**src/rtl/rtc_pkg.sv**
```systemverilog
package rtc_pkg;
    localparam int SEC_W      = 6;
    localparam int MIN_W      = 6;
    localparam int HOUR_W     = 5;
    localparam int DAY_W      = 15;
    localparam int SEC_LAST   = 59;
    localparam int MIN_LAST   = 59;
    localparam int HOUR_LAST  = 23;

    localparam int NUM_EV     = 6;
    localparam int EV_SEC     = 0;
    localparam int EV_MIN     = 1;
    localparam int EV_HOUR    = 2;
    localparam int EV_DAY     = 3;
    localparam int EV_ALARM   = 4;
    localparam int EV_SWATCH  = 5;

    typedef struct packed {
        logic [DAY_W-1:0]  day;
        logic [HOUR_W-1:0] hour;
        logic [MIN_W-1:0]  minute;
        logic [SEC_W-1:0]  second;
    } rtc_time_t;

    localparam int TIME_W = $bits(rtc_time_t);

    typedef enum logic [2:0] {
        RA_TIME   = 3'd0,
        RA_ALARM  = 3'd1,
        RA_SWATCH = 3'd2,
        RA_IEN    = 3'd3,
        RA_WEN    = 3'd4,
        RA_STAT   = 3'd5,
        RA_CTRL   = 3'd6,
        RA_NONE   = 3'd7
    } reg_addr_e;

    typedef enum logic {
        SW_IDLE = 1'b0,
        SW_RUN  = 1'b1
    } sw_state_e;
endpackage

```
**src/rtl/rtc_prescaler.sv**
```systemverilog
module rtc_prescaler #(
    parameter int DIV = 32768
) (
    input  logic clk,
    input  logic rst_n,
    input  logic en,
    input  logic restart,
    output logic tick
);
    generate
        if (DIV > 1) begin : g_div
            localparam int CW = $clog2(DIV);
            logic [CW-1:0] cnt;
            logic          at_top;

            assign at_top = (cnt == CW'(DIV - 1));
            assign tick   = (!en || at_top) && !restart;

            always_ff @(posedge clk or negedge rst_n) begin
                if (!rst_n)
                    cnt <= '0;
                else if (restart || !en || at_top)
                    cnt <= '0;
                else
                    cnt <= cnt + 1'b1;
            end

            AST_PRESCALE_GAP: assert property (@(posedge clk) disable iff (!rst_n)
                (en && tick) ##1 en |-> !tick);
        end else begin : g_pass
            assign tick = !restart;
        end
    endgenerate
endmodule

```
**src/rtl/rtc_clock.sv**
```systemverilog
module rtc_clock
    import rtc_pkg::*;
(
    input  logic      clk,
    input  logic      rst_n,
    input  logic      tick,
    input  logic      ld_time,
    input  logic      ld_alarm,
    input  rtc_time_t wdata,
    output rtc_time_t now,
    output rtc_time_t alarm,
    output logic      ev_sec,
    output logic      ev_min,
    output logic      ev_hour,
    output logic      ev_day,
    output logic      ev_alarm
);
    rtc_time_t nxt;
    logic      c_min, c_hour, c_day;

    always_comb begin
        nxt    = now;
        c_min  = (now.second >= SEC_W'(SEC_LAST));
        c_hour = c_min && (now.minute >= MIN_W'(MIN_LAST));
        c_day  = c_hour && (now.hour >= HOUR_W'(HOUR_LAST));
        nxt.second = c_min ? '0 : now.second + 1'b1;
        if (c_min)
            nxt.minute = (now.minute >= MIN_W'(MIN_LAST)) ? '0 : now.minute + 1'b1;
        if (c_hour)
            nxt.hour = (now.hour >= HOUR_W'(HOUR_LAST)) ? '0 : now.hour + 1'b1;
        if (c_day)
            nxt.day = now.day + 1'b1;
    end

    assign ev_sec   = tick;
    assign ev_min   = tick && c_min;
    assign ev_hour  = tick && c_hour;
    assign ev_day   = tick && c_day;
    assign ev_alarm = tick && (nxt == alarm);

    always_ff @(posedge clk or negedge rst_n) begin
        if (!rst_n)
            now <= '0;
        else if (ld_time)
            now <= wdata;
        else if (tick)
            now <= nxt;
    end

    always_ff @(posedge clk or negedge rst_n) begin
        if (!rst_n)
            alarm <= '0;
        else if (ld_alarm)
            alarm <= wdata;
    end

    AST_SEC_WRAP: assert property (@(posedge clk) disable iff (!rst_n)
        (tick && now.second == SEC_W'(SEC_LAST)) |=> (now.second == '0));
    AST_DAY_CARRY: assert property (@(posedge clk) disable iff (!rst_n)
        (tick && now.hour == HOUR_W'(HOUR_LAST) && now.minute == MIN_W'(MIN_LAST)
         && now.second == SEC_W'(SEC_LAST))
        |=> (now.day == $past(now.day) + 1'b1));
endmodule

```
**src/rtl/rtc_stopwatch.sv**
```systemverilog
module rtc_stopwatch
    import rtc_pkg::*;
#(
    parameter int SW_W = 16
) (
    input  logic            clk,
    input  logic            rst_n,
    input  logic            tick,
    input  logic            load,
    input  logic [SW_W-1:0] load_val,
    output logic [SW_W-1:0] count,
    output logic            done
);
    sw_state_e state, state_nxt;
    logic      last_one;

    assign last_one = (count == SW_W'(1));

    always_comb begin
        state_nxt = state;
        unique case (state)
            SW_IDLE: if (load && load_val != '0) state_nxt = SW_RUN;
            SW_RUN: begin
                if (load)
                    state_nxt = (load_val != '0) ? SW_RUN : SW_IDLE;
                else if (tick && last_one)
                    state_nxt = SW_IDLE;
            end
            default: state_nxt = SW_IDLE;
        endcase
    end

    always_ff @(posedge clk or negedge rst_n) begin
        if (!rst_n)
            state <= SW_IDLE;
        else
            state <= state_nxt;
    end

    always_ff @(posedge clk or negedge rst_n) begin
        if (!rst_n)
            count <= '0;
        else if (load)
            count <= load_val;
        else if (state == SW_RUN && tick)
            count <= count - 1'b1;
    end

    always_comb begin
        done = 1'b0;
        unique case (state)
            SW_IDLE: done = 1'b0;
            SW_RUN:  done = tick && !load && last_one;
            default: done = 1'b0;
        endcase
    end

    AST_SW_EXPIRE_HALTS: assert property (@(posedge clk) disable iff (!rst_n)
        done |=> (state == SW_IDLE && count == '0));
    AST_SW_IDLE_HOLDS: assert property (@(posedge clk) disable iff (!rst_n)
        (state == SW_IDLE && !load) |=> $stable(count));
endmodule

```
**src/rtl/rtc_events.sv**
```systemverilog
module rtc_events #(
    parameter int N = 6
) (
    input  logic         clk,
    input  logic         rst_n,
    input  logic [N-1:0] set,
    input  logic [N-1:0] clr,
    input  logic [N-1:0] ien,
    input  logic [N-1:0] wen,
    output logic [N-1:0] status,
    output logic         irq,
    output logic         wake
);
    generate
        for (genvar i = 0; i < N; i++) begin : g_bit
            always_ff @(posedge clk or negedge rst_n) begin
                if (!rst_n)
                    status[i] <= 1'b0;
                else if (set[i])
                    status[i] <= 1'b1;
                else if (clr[i])
                    status[i] <= 1'b0;
            end

            AST_STICKY: assert property (@(posedge clk) disable iff (!rst_n)
                (status[i] && !clr[i]) |=> status[i]);
            AST_SET_WINS: assert property (@(posedge clk) disable iff (!rst_n)
                set[i] |=> status[i]);
        end
    endgenerate

    assign irq  = |(status & ien);
    assign wake = |(status & wen);
endmodule

```
**src/rtl/rtc_core.sv**
```systemverilog
module rtc_core
    import rtc_pkg::*;
#(
    parameter int DIV  = 32768,
    parameter int SW_W = 16
) (
    input  logic        clk,
    input  logic        rst_n,
    input  logic        bus_sel,
    input  logic        bus_wr,
    input  logic [2:0]  bus_addr,
    input  logic [31:0] bus_wdata,
    output logic [31:0] bus_rdata,
    output logic        irq,
    output logic        wake
);
    localparam int DATA_W = TIME_W;

    logic              we;
    logic              wr_time, wr_alarm, wr_sw, wr_ien, wr_wen, wr_stat, wr_ctrl;
    logic              tick;
    logic              pre_en;
    logic [NUM_EV-1:0] ien, wen, status, ev_set, ev_clr;
    rtc_time_t         now, alarm;
    logic [SW_W-1:0]   sw_count;
    logic              sw_done;
    logic              e_sec, e_min, e_hour, e_day, e_alarm;
    reg_addr_e         ra;

    assign ra       = reg_addr_e'(bus_addr);
    assign we       = bus_sel && bus_wr;
    assign wr_time  = we && ra == RA_TIME;
    assign wr_alarm = we && ra == RA_ALARM;
    assign wr_sw    = we && ra == RA_SWATCH;
    assign wr_ien   = we && ra == RA_IEN;
    assign wr_wen   = we && ra == RA_WEN;
    assign wr_stat  = we && ra == RA_STAT;
    assign wr_ctrl  = we && ra == RA_CTRL;

    always_ff @(posedge clk or negedge rst_n) begin
        if (!rst_n) begin
            ien    <= '0;
            wen    <= '0;
            pre_en <= 1'b1;
        end else begin
            if (wr_ien)  ien    <= bus_wdata[NUM_EV-1:0];
            if (wr_wen)  wen    <= bus_wdata[NUM_EV-1:0];
            if (wr_ctrl) pre_en <= bus_wdata[0];
        end
    end

    rtc_prescaler #(.DIV(DIV)) u_pre (
        .clk     (clk),
        .rst_n   (rst_n),
        .en      (pre_en),
        .restart (wr_time),
        .tick    (tick)
    );

    rtc_clock u_clk (
        .clk      (clk),
        .rst_n    (rst_n),
        .tick     (tick),
        .ld_time  (wr_time),
        .ld_alarm (wr_alarm),
        .wdata    (rtc_time_t'(bus_wdata)),
        .now      (now),
        .alarm    (alarm),
        .ev_sec   (e_sec),
        .ev_min   (e_min),
        .ev_hour  (e_hour),
        .ev_day   (e_day),
        .ev_alarm (e_alarm)
    );

    rtc_stopwatch #(.SW_W(SW_W)) u_sw (
        .clk      (clk),
        .rst_n    (rst_n),
        .tick     (tick),
        .load     (wr_sw),
        .load_val (bus_wdata[SW_W-1:0]),
        .count    (sw_count),
        .done     (sw_done)
    );

    always_comb begin
        ev_set             = '0;
        ev_set[EV_SEC]     = e_sec;
        ev_set[EV_MIN]     = e_min;
        ev_set[EV_HOUR]    = e_hour;
        ev_set[EV_DAY]     = e_day;
        ev_set[EV_ALARM]   = e_alarm;
        ev_set[EV_SWATCH]  = sw_done;
    end

    assign ev_clr = wr_stat ? bus_wdata[NUM_EV-1:0] : '0;

    rtc_events #(.N(NUM_EV)) u_ev (
        .clk    (clk),
        .rst_n  (rst_n),
        .set    (ev_set),
        .clr    (ev_clr),
        .ien    (ien),
        .wen    (wen),
        .status (status),
        .irq    (irq),
        .wake   (wake)
    );

    always_comb begin
        bus_rdata = '0;
        unique case (ra)
            RA_TIME:   bus_rdata = now;
            RA_ALARM:  bus_rdata = alarm;
            RA_SWATCH: bus_rdata = {{(DATA_W-SW_W){1'b0}}, sw_count};
            RA_IEN:    bus_rdata = {{(DATA_W-NUM_EV){1'b0}}, ien};
            RA_WEN:    bus_rdata = {{(DATA_W-NUM_EV){1'b0}}, wen};
            RA_STAT:   bus_rdata = {{(DATA_W-NUM_EV){1'b0}}, status};
            RA_CTRL:   bus_rdata = {{(DATA_W-1){1'b0}}, pre_en};
            RA_NONE:   bus_rdata = '0;
            default:   bus_rdata = '0;
        endcase
    end

    AST_IRQ_NEEDS_PENDING: assert property (@(posedge clk) disable iff (!rst_n)
        (status == '0 && !(|ev_set)) |=> !irq && !wake);
endmodule

```
**config.mk**
```make
export PLATFORM = sky130hd
export DESIGN_NAME = rtc_core
export DESIGN_NICKNAME = d
export VERILOG_FILES = /design/src/rtl/rtc_pkg.sv /design/src/rtl/rtc_prescaler.sv /design/src/rtl/rtc_clock.sv /design/src/rtl/rtc_stopwatch.sv /design/src/rtl/rtc_events.sv /design/src/rtl/rtc_core.sv
export SDC_FILE = /design/constraint.sdc
export NUM_CORES = 1
export LEC_CHECK = 0
export BUFFER_PORTS_ARGS = -buffer_cell sky130_fd_sc_hd__buf_2
export CORE_AREA = 10 10 151 153
export CTS_BUF_LIST = sky130_fd_sc_hd__clkbuf_4 sky130_fd_sc_hd__clkbuf_8
export CTS_CLUSTER_DIAMETER = 120
export DETAILED_ROUTE_END_ITERATION = 6
export DIE_AREA = 0 0 161 163
export GPL_ROUTABILITY_DRIVEN = 0
export PLACE_DENSITY = 0.56
export RECOVER_POWER = 25
export SETUP_SLACK_MARGIN = 0.5
export SLEW_MARGIN = 20
export SYNTH_ARGS = -nofsm -noshare
export SYNTH_HDL_FRONTEND = slang
export SYNTH_HIERARCHICAL = 1
export SYNTH_SLANG_ARGS = --single-unit
```
**constraint.sdc**
```tcl
create_clock -name clk -period 2.6 [get_ports clk]
set_clock_uncertainty 0.1 [all_clocks]
set_input_delay 0.13 -clock clk [delete_from_list [all_inputs] [get_ports clk]]
set_output_delay 0.13 -clock clk [all_outputs]
set_load 0.02 [all_outputs]
```
==> impl_metrics.json, run 1 <==
{
  "status": "complete, but fails checks",
  "violations": "capacitance limit, slew limit, setup timing",
  "row_count": 52,
  "grt_setup_unrepaired": "true",
  "fin_crit_ps": 2750,
  "cts_tree": "yes",
  "synth_area_mm2": 0.00774,
  "synthTopCellsByArea": "dfrtp_1 37%, mux2_2 6.1%, xnor2_1 4.9%",
  "finalNetCount": 1107,
  "utilization_pct": 53.8,
  "grt_pass1_wl_mm": 41.0,
  "die_area_mm2": 0.0262,
  "dpl_cell_area_mm2": 0.00895,
  "ys_types": 81,
  "viasPerCell": 5.60,
  "layout-drive-gt1-share_pct": 35.7,
  "fin_tns_setup_ps": -149,
  "grt_start_max_net_pins": 116,
  "avgSynthCellArea_um2": 8.92,
  "initial_core_util_pct": 38.9,
  "max_slew_margin_pct": -8.19,
  "critical_path_class": "reg2reg",
  "yosysSeqAreaShare_pct": 37.2,
  "setup_ws_ps": -149,
  "synth_top_area_share_pct": 36.9,
  "die_h_um": 163,
  "wl_met2_mm": 12.5,
  "vias": 7526,
  "hold_path_class": "in2reg",
  "fin_crit_sh_pct": 106,
  "wl_met1_mm": 11.6,
  "core-area_mm2": 0.0199,
  "clk_pin_slew_ps": 80,
  "antenna_cells": 0,
  "yosysTopAreaCell": "dfrtp_1",
  "place_hpwl_mm": 17.7,
  "setup_viol": 1,
  "areaGrowthSynthToFinish_pct": 38.4,
  "max-cap-violations": 1,
  "io_pins": 73,
  "clock-sinks": 115,
  "ys_ff_latch": 115,
  "hold_viol": 0,
  "tightest_slew_ps": 1620,
  "vdd_drop_max_mv": 0.400,
  "end_kind": "flip-flop",
  "cellLeakagePower_nw": 4.46,
  "grtUsageTotal_pct": 19.4,
  "wl_per_cell_um": 19.3,
  "cts_buffers": 17,
  "initialDrtViolationCount": 665,
  "dp.cells": 1242,
  "synth_edf_count": 0,
  "yosys_warnings": 6,
  "synth_flop_cell": "dfrtp_1",
  "cp_max_fo": 6,
  "firstDrtPassIters": 6,
  "critPathRequiredTime_ps": 2880,
  "cts.root.buffer_cell": "clkbuf_8",
  "crit_arrival_ps": 3030,
  "cp-start-kind": "flip-flop",
  "ctsLongestPathBuffers": 2,
  "fin_total_pwr_mw": 8.53,
  "antenna_found_initial": 0,
  "io_buffers": 72,
  "first_global_vias": 7453,
  "clk_latency_ps": 450,
  "highest_layer": "met4",
  "synth_common_cells": "114 x dfrtp_1, 89 x nand2_1, 79 x nor2_1",
  "drt_wl_total_mm": 25.9,
  "die_w_um": 161,
  "preCtsSetupSlack_ps": -224,
  "clock.fmax_ghz": 0.364,
  "postSynthCellCount": 868,
  "overflow": 0,
  "antenna_left": 0,
  "slew_viol_final": 116,
  "synth_most_common_cell": "dfrtp_1",
  "design_area_mm2": 0.0107,
  "powerDensity_mw_per_mm2": 796,
  "htreeDepth": 4,
  "fin_hold_ws_ps": 122,
  "synth_fp_nets": 914,
  "finalNonFillerCells": 1344,
  "ys_async_sr_fraction_pct": 100,
  "routed-wl-met3_mm": 1.37,
  "drc": 0
}
## registers in the layout, indices dropped and copies added, names as in the netlist
| name | count |
|---|---|
| ien | 6 |
| u_clk/alarm | 32 |
| u_ev/status | 6 |
| u_sw/state | 1 |
| u_pre/g_div.cnt | 15 |
| pre_en | 1 |
| u_clk/now | 32 |
| wen | 6 |
| u_sw/count | 16 |
## layout by cell type (no fill, tap or decap), types with 5 or more instances in the layout
cell type / instances
xnor2_1: 40
a22o_1: 17
buf_6: 26
buf_4: 90
nand4_1: 11
buf_12: 5
dlygate4sd3_1: 35
o21ai_1: 39
dfrtp_1: 111
nor3_1: 12
and3_1: 12
and2_1: 13
nor3_4: 7
or3_1: 5
a21o_1: 8
nor2b_1: 5
nor3_2: 7
nand2_2: 8
nand3_1: 21
a31oi_1: 6
o21ai_0: 16
inv_1: 20
mux2_2: 42
nor4_1: 9
xor2_1: 23
nor2_1: 72
mux2i_1: 18
nor4_4: 9
nand2b_1: 7
a22oi_1: 6
or4_1: 5
nand2_1: 77
nor2_4: 6
a21oi_1: 40
clkbuf_8: 21
a211oi_1: 5
buf_2: 71
## critical path, stage by stage, from the launching register on
cell	delay (ps)
dfrtp_1	380
ha_2	210
o2111a_2	320
or4_1	490
o311ai_0	130
o2111ai_1	170
nor3_1	280
nand4_1	190
a2111oi_4	300
a21o_1	120
## final timing paths
kind,slack (ps),start,depth (start not counted),to
max,-150,u_clk/now[7],9,u_ev/status[4]
min,120,bus_wr,3,ien[3]
max reg2reg,-150,u_clk/now[7],9,u_ev/status[4]
min reg2reg,450,ien[1],1,ien[1]
max in group asynchronous,640,rst_n,3,u_sw/count[5]
min in group asynchronous,660,rst_n,3,u_pre/g_div.cnt[4]
## cell families after synthesis
group | count (synthesis) | share of synthesized area [%]
fa+ha+maj | 8 | 1.26
xor+xnor | 67 | 7.58
simple gates | 327 | 21.9
compound gates | 207 | 18.2
mux | 62 | 8.70
flops | 115 | 37.2
buf+inv | 82 | 5.17
## timing repair
action	in CTS	in global routing
pin swaps	23	35
hold endpoints to repair	199	0
gates cloned	1	1
hold buffers	35	0
endpoints found under the setup margin	47	57
gates resized for setup	114	63
buffers inserted	22	11
## final cells by class
class                           instances  area (um^2)
Fill cell                            1905         9200
Tap cell                              270          338
Timing Repair Buffer                  233         1870
Clock inverter                          9          150
Sequential cell                       115         2880
Inverter                               23         97.6
Clock buffer                           23          304
Multi-Input combinational cell        671         5070
## power by group
| group | switching [mW] | internal (mW) | leakage, nW |
|---|---|---|---|
| sequential | 0.576 | 2.22 | 1.43 |
| clock | 0.781 | 1.16 | 0.229 |
| combinational | 2.00 | 1.78 | 2.80 |
| total | 3.36 | 5.17 | 4.46 |
## per-layer routing
| layer | vias up | track usage, % |
|---|---|---|
| li1 | 3541 | - |
| met4 | 0 | 4.92 |
| met2 | 223 | 31.4 |
| met1 | 3714 | 25.7 |
| met3 | 48 | 4.47 |
| met5 | - | 0 |
No activity file was read; power rests on OpenSTA's default activity.
==> run 2: changes to the inputs <==
==> constraint.sdc (replaced) <==
create_clock -name clk -period 2.6 [get_ports clk]
set_clock_uncertainty 0.1 [all_clocks]
set_input_delay 0.26 -clock clk [delete_from_list [all_inputs] [get_ports clk]]
set_output_delay 0.26 -clock clk [all_outputs]
set_load 0.02 [all_outputs]
==> run 2 against run 1 <==
Effect of this change:
- the flow finishes with violations (setup timing)
- die area unchanged
- clock-buffer cell count decreased by 2
- fmax rose by 1.4%
- core utilization fell by 0.26 points
- via count shrank 1.2%
- global-route usage fell by 0.34 points
- combinational power up 3%
- largest cell class unchanged
- total power decreased by 3.2%
==> impl_metrics.json, run 2 (synthesized netlist as in run 1, its figures left out) <==
{
  "wl_per_cell_um": 19.2,
  "vdd_drop_max_mv": 0.369,
  "cts.root.buffer_cell": "clkbuf_8",
  "drt_wl_total_mm": 25.6,
  "fin_crit_ps": 2710,
  "place_hpwl_mm": 17.8,
  "finalNonFillerCells": 1333,
  "grtUsageTotal_pct": 19.1,
  "violations": "setup timing",
  "ctsLongestPathBuffers": 2,
  "clock.fmax_ghz": 0.369,
  "layout-drive-gt1-share_pct": 37.3,
  "fin_crit_sh_pct": 104,
  "io_buffers": 72,
  "r2r_start": "u_clk/now[7]",
  "antenna_left": 0,
  "rr_endpoint": "u_ev/status[4]",
  "end_kind": "flip-flop",
  "firstDrtPassIters": 5,
  "reg_top3": "u_clk/alarm: 32 flops, u_clk/now: 32 flops, u_sw/count: 16 flops",
  "preCtsSetupSlack_ps": -152,
  "path_cells": "ha_2 > o2111a_2 > o2111ai_4 > or4b_4 > nor2_4 > xnor2_1 > or4_4 > a2111oi_4 > a21o_1",
  "vias": 7435,
  "tightest_slew_ps": 1190,
  "cts_tree": "yes",
  "clk_latency_ps": 450,
  "powerDensity_mw_per_mm2": 774,
  "cp_max_fo": 5,
  "cp-start-kind": "flip-flop",
  "initialDrtViolationCount": 557,
  "areaGrowthSynthToFinish_pct": 37.7,
  "reg2reg_depth": 9,
  "crit_arrival_ps": 3010,
  "critical_path_class": "reg2reg",
  "initial_core_util_pct": 38.9,
  "design_area_mm2": 0.0107,
  "cts_buffers": 17,
  "critPathMaxStageDelay_ps": 550,
  "core-area_mm2": 0.0199,
  "final_common_cell": "dfrtp_1",
  "grt_start_max_net_pins": 65,
  "clk_pin_slew_ps": 80,
  "antenna_found_initial": 0,
  "finalNetCount": 1097,
  "die_h_um": 163,
  "first_global_vias": 7193,
  "hp-start": "bus_wdata[3]",
  "status": "complete, but fails checks",
  "htreeDepth": 4,
  "reg2reg_slack_ps": -110,
  "critPathRequiredTime_ps": 2900,
  "setup_ws_ps": -111,
  "grt_setup_unrepaired": "true",
  "viasPerCell": 5.58,
  "die_area_mm2": 0.0262,
  "clock-sinks": 115,
  "hold_path_class": "in2reg",
  "dpl_cell_area_mm2": 0.00897,
  "hold_depth": 3,
  "max-cap-violations": 0,
  "row_count": 52,
  "critPathSlowestCell": "or4b_4",
  "cellLeakagePower_nw": 4.46,
  "io_pins": 73,
  "dp.cells": 1243,
  "hold_viol": 0,
  "die_w_um": 161,
  "final_cell_mix": "108 x dfrtp_1, 98 x buf_4, 76 x nand2_1",
  "slew_viol_final": 0,
  "hold_end": "u_sw/count[3]",
  "fin_tns_setup_ps": -111,
  "overflow": 0,
  "antenna_cells": 0,
  "max_slew_margin_pct": 20.7,
  "grt_pass1_wl_mm": 40.2,
  "setup_viol": 1,
  "drc": 0
}
run 2: worst max path at each step:
stage               cells past startpoint  slack [ps]              to         start
global route                           11        -210  u_ev/status[4]  u_clk/now[0]
floorplan                              11        -170  u_ev/status[4]  u_clk/now[7]
detailed placement                     10        -150  u_ev/status[4]  u_clk/now[1]
CTS                                     9        -100  u_ev/status[4]  u_clk/now[0]
finish                                  9        -110  u_ev/status[4]  u_clk/now[7]
global placement                        9        -100  u_ev/status[4]  u_clk/now[0]
run 2: stage by stage:
stage               total power [mW]  hold slack (ps)  utilization, %
global route                    8.75             19.4            53.5
floorplan                       4.60             -136               -
finish                          8.25             37.8            53.5
detailed placement              5.78             77.4            45.0
global placement                5.77             75.2            45.0
CTS                             7.77             18.9            50.4
run 2: area by class of cell:
type	instances	area, um^2
fillers	1854	9250
multi-input cells	671	5180
flip-flops and latches	115	2890
repair buffers	223	1790
well taps	270	338
clock buffers	21	283
inverters	23	106
clock inverters	10	83.8
run 2: timing repair:
action	CTS	global route
pin swaps	24	31
gates resized for setup	80	141
hold buffers	26	0
setup buffers	17	14
gates cloned	1	1
setup endpoints to repair	54	72
hold endpoints to repair	133	0
run 2: power by group:
group | switching [mW] | internal (mW)
Sequential | 0.546 | 2.23
Combinational | 2.04 | 1.84
Clock | 0.771 | 0.826
Total | 3.36 | 4.89
run 2: metal layers:
layer  vias to the layer above  GRT usage, %  part of all wire, %  wire (um)
met5                         -             0                    0          0
met4                         0          5.09                  1.6        405
met3                        32          3.64                  5.1       1300
met2                       210          30.3                   48      12200
met1                      3669          26.1                   46      11700
li1                       3524             -                    -          -
run 2: critical path: cells and delay by family, from the launching register on:
family          cells  cell delay (ps)
flops               1              370
xor+xnor            1               70
simple gates        3             1150
compound gates      4              750
fa+ha+maj           1              210
